## src/rtl/opcnt_pkg.sv

```systemverilog
package opcnt_pkg;
   localparam int unsigned DEF_DATA_W = 16;
   localparam int unsigned DEF_SEL_W  = 3;
endpackage

```

## src/rtl/opcnt_target.sv

```systemverilog
module opcnt_target #(
   parameter int unsigned DATA_W = 16,
   parameter int unsigned SEL_W  = 3
) (
   input  logic              clk,
   input  logic              rst,
   input  logic              load,
   input  logic [DATA_W-1:0] src,
   output logic              armed,
   output logic [SEL_W-1:0]  code
);
   always_ff @(posedge clk) begin
      if (rst) begin
         armed <= 1'b0;
         code  <= '0;
      end else if (load) begin
         armed <= 1'b1;
         code  <= src[SEL_W-1:0];
      end
   end
endmodule

```

## src/rtl/opcnt_accum.sv

```systemverilog
module opcnt_accum #(
   parameter int unsigned DATA_W   = 16,
   parameter bit          SATURATE = 1'b1
) (
   input  logic              clk,
   input  logic              rst,
   input  logic              clr,
   input  logic              inc,
   output logic [DATA_W-1:0] cnt
);
   localparam logic [DATA_W-1:0] TOP = '1;
   logic [DATA_W-1:0] nxt;

   generate
      if (SATURATE) begin : g_sat
         always_comb nxt = (cnt == TOP) ? TOP : cnt + 1'b1;
      end else begin : g_wrap
         always_comb nxt = cnt + 1'b1;
      end
   endgenerate

   always_ff @(posedge clk) begin
      if (rst || clr) cnt <= '0;
      else if (inc)   cnt <= nxt;
   end
endmodule

```

## src/rtl/opcode_usage_counter.sv

```systemverilog
module opcode_usage_counter
   import opcnt_pkg::*;
#(
   parameter int unsigned DATA_W    = DEF_DATA_W,
   parameter int unsigned SEL_W     = DEF_SEL_W,
   parameter logic [SEL_W-1:0] TRIG_CODE = '1,
   parameter bit          SATURATE  = 1'b1
) (
   input  logic              clk,
   input  logic              rst,
   input  logic [SEL_W-1:0]  func_sel,
   input  logic [DATA_W-1:0] opnd_a,
   output logic [DATA_W-1:0] result
);
   generate
      if (SEL_W < 1 || SEL_W > DATA_W) begin : g_bad_sel
         $error("SEL_W must lie in 1..DATA_W");
      end
      if (DATA_W < 2) begin : g_bad_data
         $error("DATA_W must be at least 2");
      end
   endgenerate

   logic              trig;
   logic              hit;
   logic              armed_q;
   logic [SEL_W-1:0]  code_q;
   logic [DATA_W-1:0] cnt_q;

   assign trig = (func_sel == TRIG_CODE);
   assign hit  = armed_q && !trig && (func_sel == code_q);

   opcnt_target #(.DATA_W(DATA_W), .SEL_W(SEL_W)) u_target (
      .clk   (clk),
      .rst   (rst),
      .load  (trig),
      .src   (opnd_a),
      .armed (armed_q),
      .code  (code_q)
   );

   opcnt_accum #(.DATA_W(DATA_W), .SATURATE(SATURATE)) u_accum (
      .clk (clk),
      .rst (rst),
      .clr (trig),
      .inc (hit),
      .cnt (cnt_q)
   );

   assign result = trig ? cnt_q : '0;
endmodule

```

## config.mk

```make
export PLATFORM = sky130hd
export DESIGN_NAME = opcode_usage_counter
export DESIGN_NICKNAME = d
export VERILOG_FILES = /design/src/rtl/opcnt_pkg.sv /design/src/rtl/opcnt_target.sv /design/src/rtl/opcnt_accum.sv /design/src/rtl/opcode_usage_counter.sv
export SDC_FILE = /design/constraint.sdc
export NUM_CORES = 1
export LEC_CHECK = 0
export BUFFER_PORTS_ARGS = -buffer_cell sky130_fd_sc_hd__buf_2
export CAP_MARGIN = 10
export CORE_MARGIN = 10
export CORE_UTILIZATION = 49
export CTS_CLUSTER_DIAMETER = 100
export DETAILED_ROUTE_END_ITERATION = 12
export GPL_ROUTABILITY_DRIVEN = 1
export PLACE_DENSITY_LB_ADDON = 0.3
export SLEW_MARGIN = 20
export SYNTH_ARGS = -nofsm -noshare
export SYNTH_HDL_FRONTEND = slang
export SYNTH_SLANG_ARGS = --single-unit
```

## constraint.sdc

```tcl
create_clock -name clk -period 1.8 [get_ports clk]
set_input_delay 0.09 -clock clk [delete_from_list [all_inputs] [get_ports clk]]
set_output_delay 0.09 -clock clk [all_outputs]
set_load 0.02 [all_outputs]
```

==> summary.md <==
| Metric | Value |
|---|---|
| Least-Margin Pin Slew | `0.363 ns` |
| Port buffer count | `23` |
| Vias per cell | `5.71` |
| Maximum vdd ir drop | `0.000585 V` |
| RePlAce Congestion | `0.881` |
| Ports | `37` |
| Slew HR | `75.8%` |
| Remaining Overflow, GRT | `0` |
| CP Launch Type | `register` |
| DIE AREA | `0.00466 sq mm` |
| CTS Buffer Depth | `2` |
| HPWL after DPL | `2260 um` |
| #FFs+latches synth | `20` |
| WL final | `2950 um` |
| Drt pass-1 iters | `4` |
| FP Rows | `17` |
| Vias in the first global route | `1151` |
| Layout cells sized above 1 | `39.8%` |
| H-Tree Depth | `1` |
| Worst Setup Path Type | `reg2reg` |
| Util after Layout | `66.2%` |
| Crit path setup slack, layout | `0.119 ns` |
| Worst slack at placement | `0.0211 ns` |
| Crit end category | `register` |
| Clk_lat worst skew | `0.31 ns` |
| Mapped cell area | `0.00114 sq mm` |
| Peak Freq | `0.595 GHz` |
| Fin Setup TNS | `0 ns` |
| Mean Syn Cell Area | `8.52 sq um` |
| Max Slew Vio Count | `0` |
| PD cells | `526 mW/mm^2` |
| Seq/Total Area, Yosys | `35.0%` |
| Initial antenna violation count | `0` |
| Postcts setup bufs | `0` |
| WP data required | `2.06 ns` |
| Die W | `68.3 um` |
| Layout Skew | `0.00139 ns` |
| Area leader, netlist | `dfxtp_1` |
| Synth top area share | `35.0%` |
| Net count, final | `199` |
| WL/cell | `14.5 um` |
| Global-route wire length before repair | `5000 um` |
| HP Class | `in2reg` |
| Status | `finished, final reports clean` |
| Synth area leaders | `dfxtp_1 35%, and2_1 8.2%, o221a_2 5.9%` |
| Mapped Cells | `134` |
| Ant diodes | `0` |
| Final setup viols | `0` |
| Max-cap violations | `0` |
| CTS clock-pin slew for the worst setup and hold paths | `0.12 ns` |
| CP arrival | `1.94 ns` |
| CTS root buffer | `clkbuf_4` |
| CTS sink cnt | `20` |
| Detail Route Antenna Nets | `0` |
| Vias | `1165` |
| Num CTS Buffers | `3` |
| Syn Nets | `156` |
| Die height | `68.3 um` |
| R2r setup slk | `0.12 ns` |
| Hold_buf cts | `0` |
| RSZ-0062 raised after global routing | `no` |
| Drt initial violations | `103` |
| Critical-path maximum fanout | `7` |
| Netlist cell types | `39` |
| Gr usage total | `13.7%` |
| TritonCTS clock tree | `built` |
| CORE AREA | `0.00221 sq mm` |
| Fin crit share | `93.4%` |
| Pin count of the biggest net entering global routing | `13` |
| Layout area overhead | `28.3%` |
| Final Hold Vio Count | `0` |
| DRC Markers | `0` |
| Initial Util | `51.6%` |
| Final Critical Period | `1.68 ns` |
| Synth warn | `0` |
| Pleak | `0.657 nW` |
-- final timing paths --
path	cells after the start	from	endpoint
worst max-delay path	6	u_accum.cnt[14]$_SDFFE_PP0P_	u_accum.cnt[3]$_SDFFE_PP0P_
worst min-delay path	2	rst	u_target.code[2]$_SDFFE_PP0N_
worst max register to register	6	u_accum.cnt[14]$_SDFFE_PP0P_	u_accum.cnt[3]$_SDFFE_PP0P_
worst min register to register	2	u_target.armed$_SDFFE_PP0N_	u_target.armed$_SDFFE_PP0N_
-- worst max-delay path, cell delays in order, from the launching register on --
cell	delay, ns
dfxtp_1	0.36
nand3_1	0.11
or2_4	0.25
or3_4	0.43
buf_4	0.16
a21oi_1	0.12
o221a_2	0.20
-- synthesized netlist by cell type, drive strengths merged --
cell type	n
dfxtp	20
and2	17
nor2	12
a21oi	10
nand2	8
and3	7
nand3	7
nand4	6
o221a	6
clkbuf	4
mux2i	4
nor3	4
or2	4
buf	3
xnor2	3
a211oi	2
a21o	2
and4	2
a21boi	1
a311oi	1
a31oi	1
ha	1
inv	1
nand2b	1
nor3b	1
nor4	1
nor4b	1
o2111ai	1
o211a	1
o21ai	1
or3	1
-- layer usage --
metal	vias up	routed length (um)	global-route usage, %
li1	577	-	-
met1	552	1260	15.5
met2	29	1480	24.5
met3	7	161	2.28
met4	0	51	5.78
met5	-	0	0
-- repair_timing --
item                                   in CTS  in global routing
pin swaps                                   0                  0
gates resized for setup                     1                  3
endpoints found under the hold margin       0                  0
setup endpoints to repair                   1                  3
-- sequential cells by signal, indices dropped and copies added (netlist names) --
name            count
u_target.armed      1
u_accum.cnt        16
u_target.code       3
-- cells by family (layout without fill, tap and decap cells) --
logic type / count (synthesis) / after routing / synth area share (%)
xor+xnor: 3 / 3 / 2.30
buf+inv: 8 / 50 / 3.94
fa+ha+maj: 1 / 1 / 1.10
flops: 20 / 20 / 35.0
simple gates: 72 / 72 / 36.5
mux: 4 / 4 / 3.51
compound gates: 26 / 26 / 17.6
-- layout by cell type (no fill, tap or decap), drive strengths merged, types with 3 or more instances in the layout --
cell / n
nand3: 7
nand2: 8
a21oi: 10
clkbuf: 4
xnor2: 3
o221a: 6
nand4: 6
nor2: 12
nor3: 4
and3: 7
and2: 17
mux2i: 4
or2: 4
buf: 45
dfxtp: 20
-- stage by stage --
stage	total power [mW]	hold WS, ns	area [sq um]	cells
3_5_place_dp	0.509	0.334	1420	200
3_3_place_gp	0.507	0.326	1420	200
2_1_floorplan	0.487	0.162	1140	134
5_1_grt	0.795	0.00612	1470	204
6_report	0.771	0.000250	1470	204
4_1_cts	0.771	0.00404	1460	204
-- layout make-up --
cell class	count	area [sq um]
inverters	1	3.75
clock buffers	4	36.3
well taps	28	35.0
fillers	202	747
flip-flops and latches	20	402
repair buffers	45	280
multi-input cells	106	708
-- power by group --
part	total (mW)	internal, mW	switching, mW	leakage [nW]
sequential	0.449	0.446	0.00286	0.162
clock	0.272	0.124	0.148	0.0210
combinational	0.0502	0.0212	0.0290	0.474
total	0.771	0.591	0.180	0.657
(Power assumes the default switching activity.)
